--- src/rtl/hsp_pkg.sv ---
package hsp_pkg;
  typedef enum logic {DIR_OUT = 1'b0, DIR_IN = 1'b1} hsp_dir_e;

  typedef struct packed {
    logic lvl;
    logic rise;
    logic fall;
  } hsp_evt_t;
endpackage

--- src/rtl/hsp_edge.sv ---
module hsp_edge
  import hsp_pkg::*;
#(
  parameter int   STAGES  = 2,
  parameter logic RST_VAL = 1'b0
) (
  input  logic     clk_i,
  input  logic     rst_ni,
  input  logic     d_i,
  output hsp_evt_t evt_o
);
  logic lvl, prev_q;

  generate
    if (STAGES > 0) begin : g_sync
      logic [STAGES-1:0] chain_q;
      always_ff @(posedge clk_i or negedge rst_ni) begin
        if (!rst_ni) begin
          chain_q <= {STAGES{RST_VAL}};
        end else begin
          chain_q[0] <= d_i;
          for (int i = 1; i < STAGES; i++) chain_q[i] <= chain_q[i-1];
        end
      end
      assign lvl = chain_q[STAGES-1];
    end else begin : g_direct
      assign lvl = d_i;
    end
  endgenerate

  always_ff @(posedge clk_i or negedge rst_ni) begin
    if (!rst_ni) prev_q <= RST_VAL;
    else         prev_q <= lvl;
  end

  assign evt_o.lvl  = lvl;
  assign evt_o.rise = lvl & ~prev_q;
  assign evt_o.fall = ~lvl & prev_q;
endmodule

--- src/rtl/hsp_in_path.sv ---
module hsp_in_path
  import hsp_pkg::*;
#(
  parameter int W = 8
) (
  input  logic         clk_i,
  input  logic         rst_ni,
  input  logic         en_i,
  input  logic         inte_i,
  input  hsp_evt_t     stb_i,
  input  hsp_evt_t     rd_i,
  input  logic [W-1:0] pins_i,
  output logic [W-1:0] data_o,
  output logic         ibf_o,
  output logic         intr_o
);
  logic [W-1:0] data_q;
  logic         ibf_q, intr_q;

  always_ff @(posedge clk_i or negedge rst_ni) begin
    if (!rst_ni) begin
      data_q <= '0;
      ibf_q  <= 1'b0;
      intr_q <= 1'b0;
    end else begin
      if (!inte_i) intr_q <= 1'b0;
      if (en_i) begin
        if (!stb_i.lvl) data_q <= pins_i;
        if (!stb_i.lvl)     ibf_q <= 1'b1;
        else if (rd_i.fall) ibf_q <= 1'b0;
        if (inte_i) begin
          if (stb_i.rise)     intr_q <= 1'b1;
          else if (rd_i.rise) intr_q <= 1'b0;
        end
      end
    end
  end

  assign data_o = data_q;
  assign ibf_o  = ibf_q;
  assign intr_o = intr_q;
endmodule

--- src/rtl/hsp_out_path.sv ---
module hsp_out_path
  import hsp_pkg::*;
#(
  parameter int W = 8
) (
  input  logic         clk_i,
  input  logic         rst_ni,
  input  logic         en_i,
  input  logic         inte_i,
  input  hsp_evt_t     ack_i,
  input  hsp_evt_t     wr_i,
  input  logic [W-1:0] wdata_i,
  output logic [W-1:0] data_o,
  output logic         full_o,
  output logic         intr_o
);
  logic [W-1:0] data_q;
  logic         full_q, intr_q;

  always_ff @(posedge clk_i or negedge rst_ni) begin
    if (!rst_ni) begin
      data_q <= '0;
      full_q <= 1'b0;
      intr_q <= 1'b0;
    end else begin
      if (!inte_i) intr_q <= 1'b0;
      if (en_i) begin
        if (wr_i.rise) data_q <= wdata_i;
        if (wr_i.fall)      full_q <= 1'b1;
        else if (!ack_i.lvl) full_q <= 1'b0;
        if (inte_i) begin
          if (ack_i.rise)     intr_q <= 1'b1;
          else if (wr_i.rise) intr_q <= 1'b0;
        end
      end
    end
  end

  assign data_o = data_q;
  assign full_o = full_q;
  assign intr_o = intr_q;
endmodule

--- src/rtl/hsp_port.sv ---
module hsp_port
  import hsp_pkg::*;
#(
  parameter int W           = 8,
  parameter int SYNC_STAGES = 2
) (
  input  logic         clk_i,
  input  logic         rst_ni,
  input  logic         dir_in_i,
  input  logic         inte_i,
  input  logic         rd_i,
  input  logic         wr_i,
  input  logic [W-1:0] host_data_i,
  output logic [W-1:0] host_data_o,
  input  logic [W-1:0] port_data_i,
  output logic [W-1:0] port_data_o,
  output logic         port_oe_o,
  input  logic         hs_ni,
  output logic         ibf_o,
  output logic         obf_no,
  output logic         intr_o
);
  hsp_dir_e     dir;
  hsp_evt_t     hs_evt, rd_evt, wr_evt;
  logic [W-1:0] in_data, out_data;
  logic         in_full, in_intr, out_full, out_intr;

  assign dir = hsp_dir_e'(dir_in_i);

  hsp_edge #(.STAGES(SYNC_STAGES), .RST_VAL(1'b1)) u_hs_sync (
    .clk_i, .rst_ni, .d_i(hs_ni), .evt_o(hs_evt));
  hsp_edge #(.STAGES(0), .RST_VAL(1'b0)) u_rd_edge (
    .clk_i, .rst_ni, .d_i(rd_i), .evt_o(rd_evt));
  hsp_edge #(.STAGES(0), .RST_VAL(1'b0)) u_wr_edge (
    .clk_i, .rst_ni, .d_i(wr_i), .evt_o(wr_evt));

  hsp_in_path #(.W(W)) u_in (
    .clk_i, .rst_ni, .en_i(dir == DIR_IN), .inte_i,
    .stb_i(hs_evt), .rd_i(rd_evt), .pins_i(port_data_i),
    .data_o(in_data), .ibf_o(in_full), .intr_o(in_intr));

  hsp_out_path #(.W(W)) u_out (
    .clk_i, .rst_ni, .en_i(dir == DIR_OUT), .inte_i,
    .ack_i(hs_evt), .wr_i(wr_evt), .wdata_i(host_data_i),
    .data_o(out_data), .full_o(out_full), .intr_o(out_intr));

  always_comb begin
    if (dir == DIR_IN) begin
      host_data_o = in_data;
      ibf_o       = in_full;
      obf_no      = 1'b1;
      intr_o      = inte_i & in_intr;
      port_oe_o   = 1'b0;
    end else begin
      host_data_o = out_data;
      ibf_o       = 1'b0;
      obf_no      = ~out_full;
      intr_o      = inte_i & out_intr;
      port_oe_o   = 1'b1;
    end
  end

  assign port_data_o = out_data;
endmodule

--- config.mk ---
export PLATFORM = sky130hd
export DESIGN_NAME = hsp_port
export DESIGN_NICKNAME = d
export VERILOG_FILES = /design/src/rtl/hsp_pkg.sv /design/src/rtl/hsp_edge.sv /design/src/rtl/hsp_in_path.sv /design/src/rtl/hsp_out_path.sv /design/src/rtl/hsp_port.sv
export SDC_FILE = /design/constraint.sdc
export NUM_CORES = 1
export LEC_CHECK = 0
export BUFFER_PORTS_ARGS = -buffer_cell sky130_fd_sc_hd__buf_2
export CAP_MARGIN = 20
export CORE_MARGIN = 2
export CORE_UTILIZATION = 38
export DETAILED_ROUTE_END_ITERATION = 8
export PLACE_DENSITY = 0.68
export SETUP_SLACK_MARGIN = 0.2
export SYNTH_ARGS = -nofsm -noshare
export SYNTH_HDL_FRONTEND = slang
export SYNTH_SLANG_ARGS = --single-unit
--- constraint.sdc ---
create_clock -name clk_i -period 1.7 [get_ports clk_i]
set_clock_uncertainty 0.15 [all_clocks]
set_input_delay 0.34 -clock clk_i [delete_from_list [all_inputs] [get_ports clk_i]]
set_output_delay 0.34 -clock clk_i [all_outputs]
set_load 0.005 [all_outputs]
==> results.json <==
{
  "viasPerCell": 4.81,
  "drt_iter0_drc": 9,
  "overflow": 0,
  "synth_compound_area_share_pct": 2.82,
  "synth_mux_area_share_pct": 26.3,
  "cp_slowest_cell": "dfrtp_1",
  "tightest_slew_ps": 535,
  "dp_hpwl_um": 1580,
  "fin_nets": 160,
  "arrival_ps": 1120,
  "die_h_um": 56.9,
  "crit_buf_inv": 1,
  "synth_top_family_by_area": "multiplexers",
  "netlist_area_um2": 1060,
  "grt_usage_pct": 14.5,
  "p_total_uw": 1410,
  "ant_nets": 0,
  "antenna_found_initial": 0,
  "synth_fa_ha_area_share_pct": 0,
  "ys_warn_count": 0,
  "clock_sinks": 25,
  "cp_cell_sequence": "mux2_4, buf_6",
  "cts_tree": "done",
  "fmax_mhz": 620,
  "grt_pass1_wl_um": 3600,
  "n_antenna_cell": 0,
  "maxCapViolCount": 0,
  "synth-xor-area-share_pct": 0,
  "core-area_um2": 2710,
  "finalSetupTns_ps": 0,
  "ir_drop_mv": 0.608,
  "portBuffers": 42,
  "rsz0062_at_grt": "true",
  "crit_family": "flip-flops",
  "p_leak_uw": 0.000772,
  "dieArea_um2": 3240,
  "drive_gt1_share_pct": 66.9,
  "cts_buffers": 3,
  "htree_num_levels": 1,
  "clk_latency_ps": 320,
  "num_io_pins": 43,
  "final_core_util_pct": 58.8,
  "drt-wirelength-per-cell_um": 13.7,
  "wirelength_um": 2290,
  "crit_path_start_kind": "register",
  "drc": 0,
  "area.growth.synth_to_final_pct": 49.6,
  "grt_pass1_vias": 823,
  "syn_inst": 72,
  "max_slew_margin_pct": 64.4,
  "clk_pin_slew_ps": 140,
  "rows": 19,
  "finalCritPeriodShare_pct": 94.9,
  "hp-class": "in2reg",
  "dr.pass1.iters": 4,
  "path_max_fanout": 2,
  "ys_ff_latch": 25,
  "syn_avg_cell_area_um2": 14.8,
  "syn-num-nets": 95,
  "hold_slack_ps": 88.9,
  "finalHoldViolCount": 0,
  "synth.distinct_cells": 19,
  "yosysSeqAreaShare_pct": 59.1,
  "status": "finished clean",
  "place_congestion": 0.674,
  "die_w_um": 56.9,
  "start_util_pct": 39.3,
  "slew_viol_final": 0,
  "vias": 803,
  "setup_viol": 0,
  "synthSimpleGateAreaFrac_pct": 9.40,
  "cts-root-buf": "clkbuf_4",
  "slowest_delay_ps": 410,
  "grt_start_max_net_pins": 26,
  "mostFrequentLayoutCell": "buf_2",
  "fin_crit_ps": 1610,
  "crit_type": "reg2out",
  "powerDensity_nw_per_um2": 884,
  "clock_path_buffers": 2,
  "final_cell_mix": "buf_2 (36), dfrtp_1 (22), mux2_2 (19), buf_4 (11), buf_6 (9)",
  "cp_data_required_time_ps": 1210,
  "cp-end-kind": "output port"
}
where the power goes:
group	switching, uW	internal (uW)	total, uW
sequential	43.4	675	719
clock	174	88.1	262
combinational	137	290	427
total	355	1050	1410
Yosys cell counts:
library cell,instances,area [um2]
buf_2,2,10.0
nand2b_1,1,6.26
nand2_1,3,11.3
and3b_1,1,8.76
nor2b_1,2,12.5
buf_6,1,11.3
nor3b_4,1,18.8
dfrtp_1,22,551
o211ai_1,1,7.51
nand4bb_1,1,11.3
inv_1,1,3.75
nand3b_1,1,7.51
dfstp_2,3,78.8
and2_1,1,6.26
nand4b_1,2,17.5
a21o_1,1,7.51
mux2_2,24,270
o21ai_0,3,15.0
mux2i_1,1,10.0
layer usage:
metal | part of all wire (%) | wire (um) | global-route usage [%] | up-vias
li1 | - | - | - | 384
met1 | 43 | 978 | 17.7 | 398
met2 | 52 | 1190 | 24.8 | 19
met3 | 4.4 | 100 | 2.04 | 2
met4 | 0.92 | 21 | 7.97 | 0
met5 | 0 | 0 | 0 | -
per-stage QoR:
step / cell area, um2 / std cells / worst slack (ps)
finish: 1590 / 167 / 87.5
global route: 1590 / 167 / 27.6
CTS: 1530 / 164 / 73.7
detailed placement: 1380 / 149 / 93.0
global placement: 1380 / 149 / 106
floorplan: 1060 / 72 / 223
path summary, 6_finish.rpt:
check / start / end / cells past startpoint / slack [ps]
worst max register to register: u_wr_edge.prev_q / u_out.data_o[5] / 3 / 260
worst min-delay path: host_data_i[4] / u_out.data_o[4] / 2 / 90
worst min register to register: u_hs_sync.g_sync.chain_q[0] / u_hs_sync.g_sync.chain_q[1] / 0 / 210
worst max-delay path: u_out.data_o[0] / host_data_o[0] / 2 / 90
min in group asynchronous: rst_ni / u_in.ibf_o / 2 / 360
max in group asynchronous: rst_ni / u_hs_sync.g_sync.chain_q[0] / 2 / 660
layout make-up:
class / count / area (um2)
Fill cell: 232 / 1120
Sequential cell: 25 / 629
Timing Repair Buffer: 63 / 464
Multi-Input combinational cell: 43 / 429
Tap cell: 31 / 38.8
Clock buffer: 3 / 22.5
Clock inverter: 1 / 5.00
Inverter: 1 / 3.75
repair_timing:
action / in CTS / in global routing
pin swaps: 0 / 0
gates resized for setup: 5 / 9
setup endpoints to repair: 9 / 16
buffers inserted: 7 / 3
hold endpoints to repair: 25 / 0
hold buffers: 4 / 0
cell families after synthesis:
family | count (synthesis)
compound gates | 5
buf+inv | 4
flops | 25
mux | 25
simple gates | 13
(Power assumes the default switching activity.)
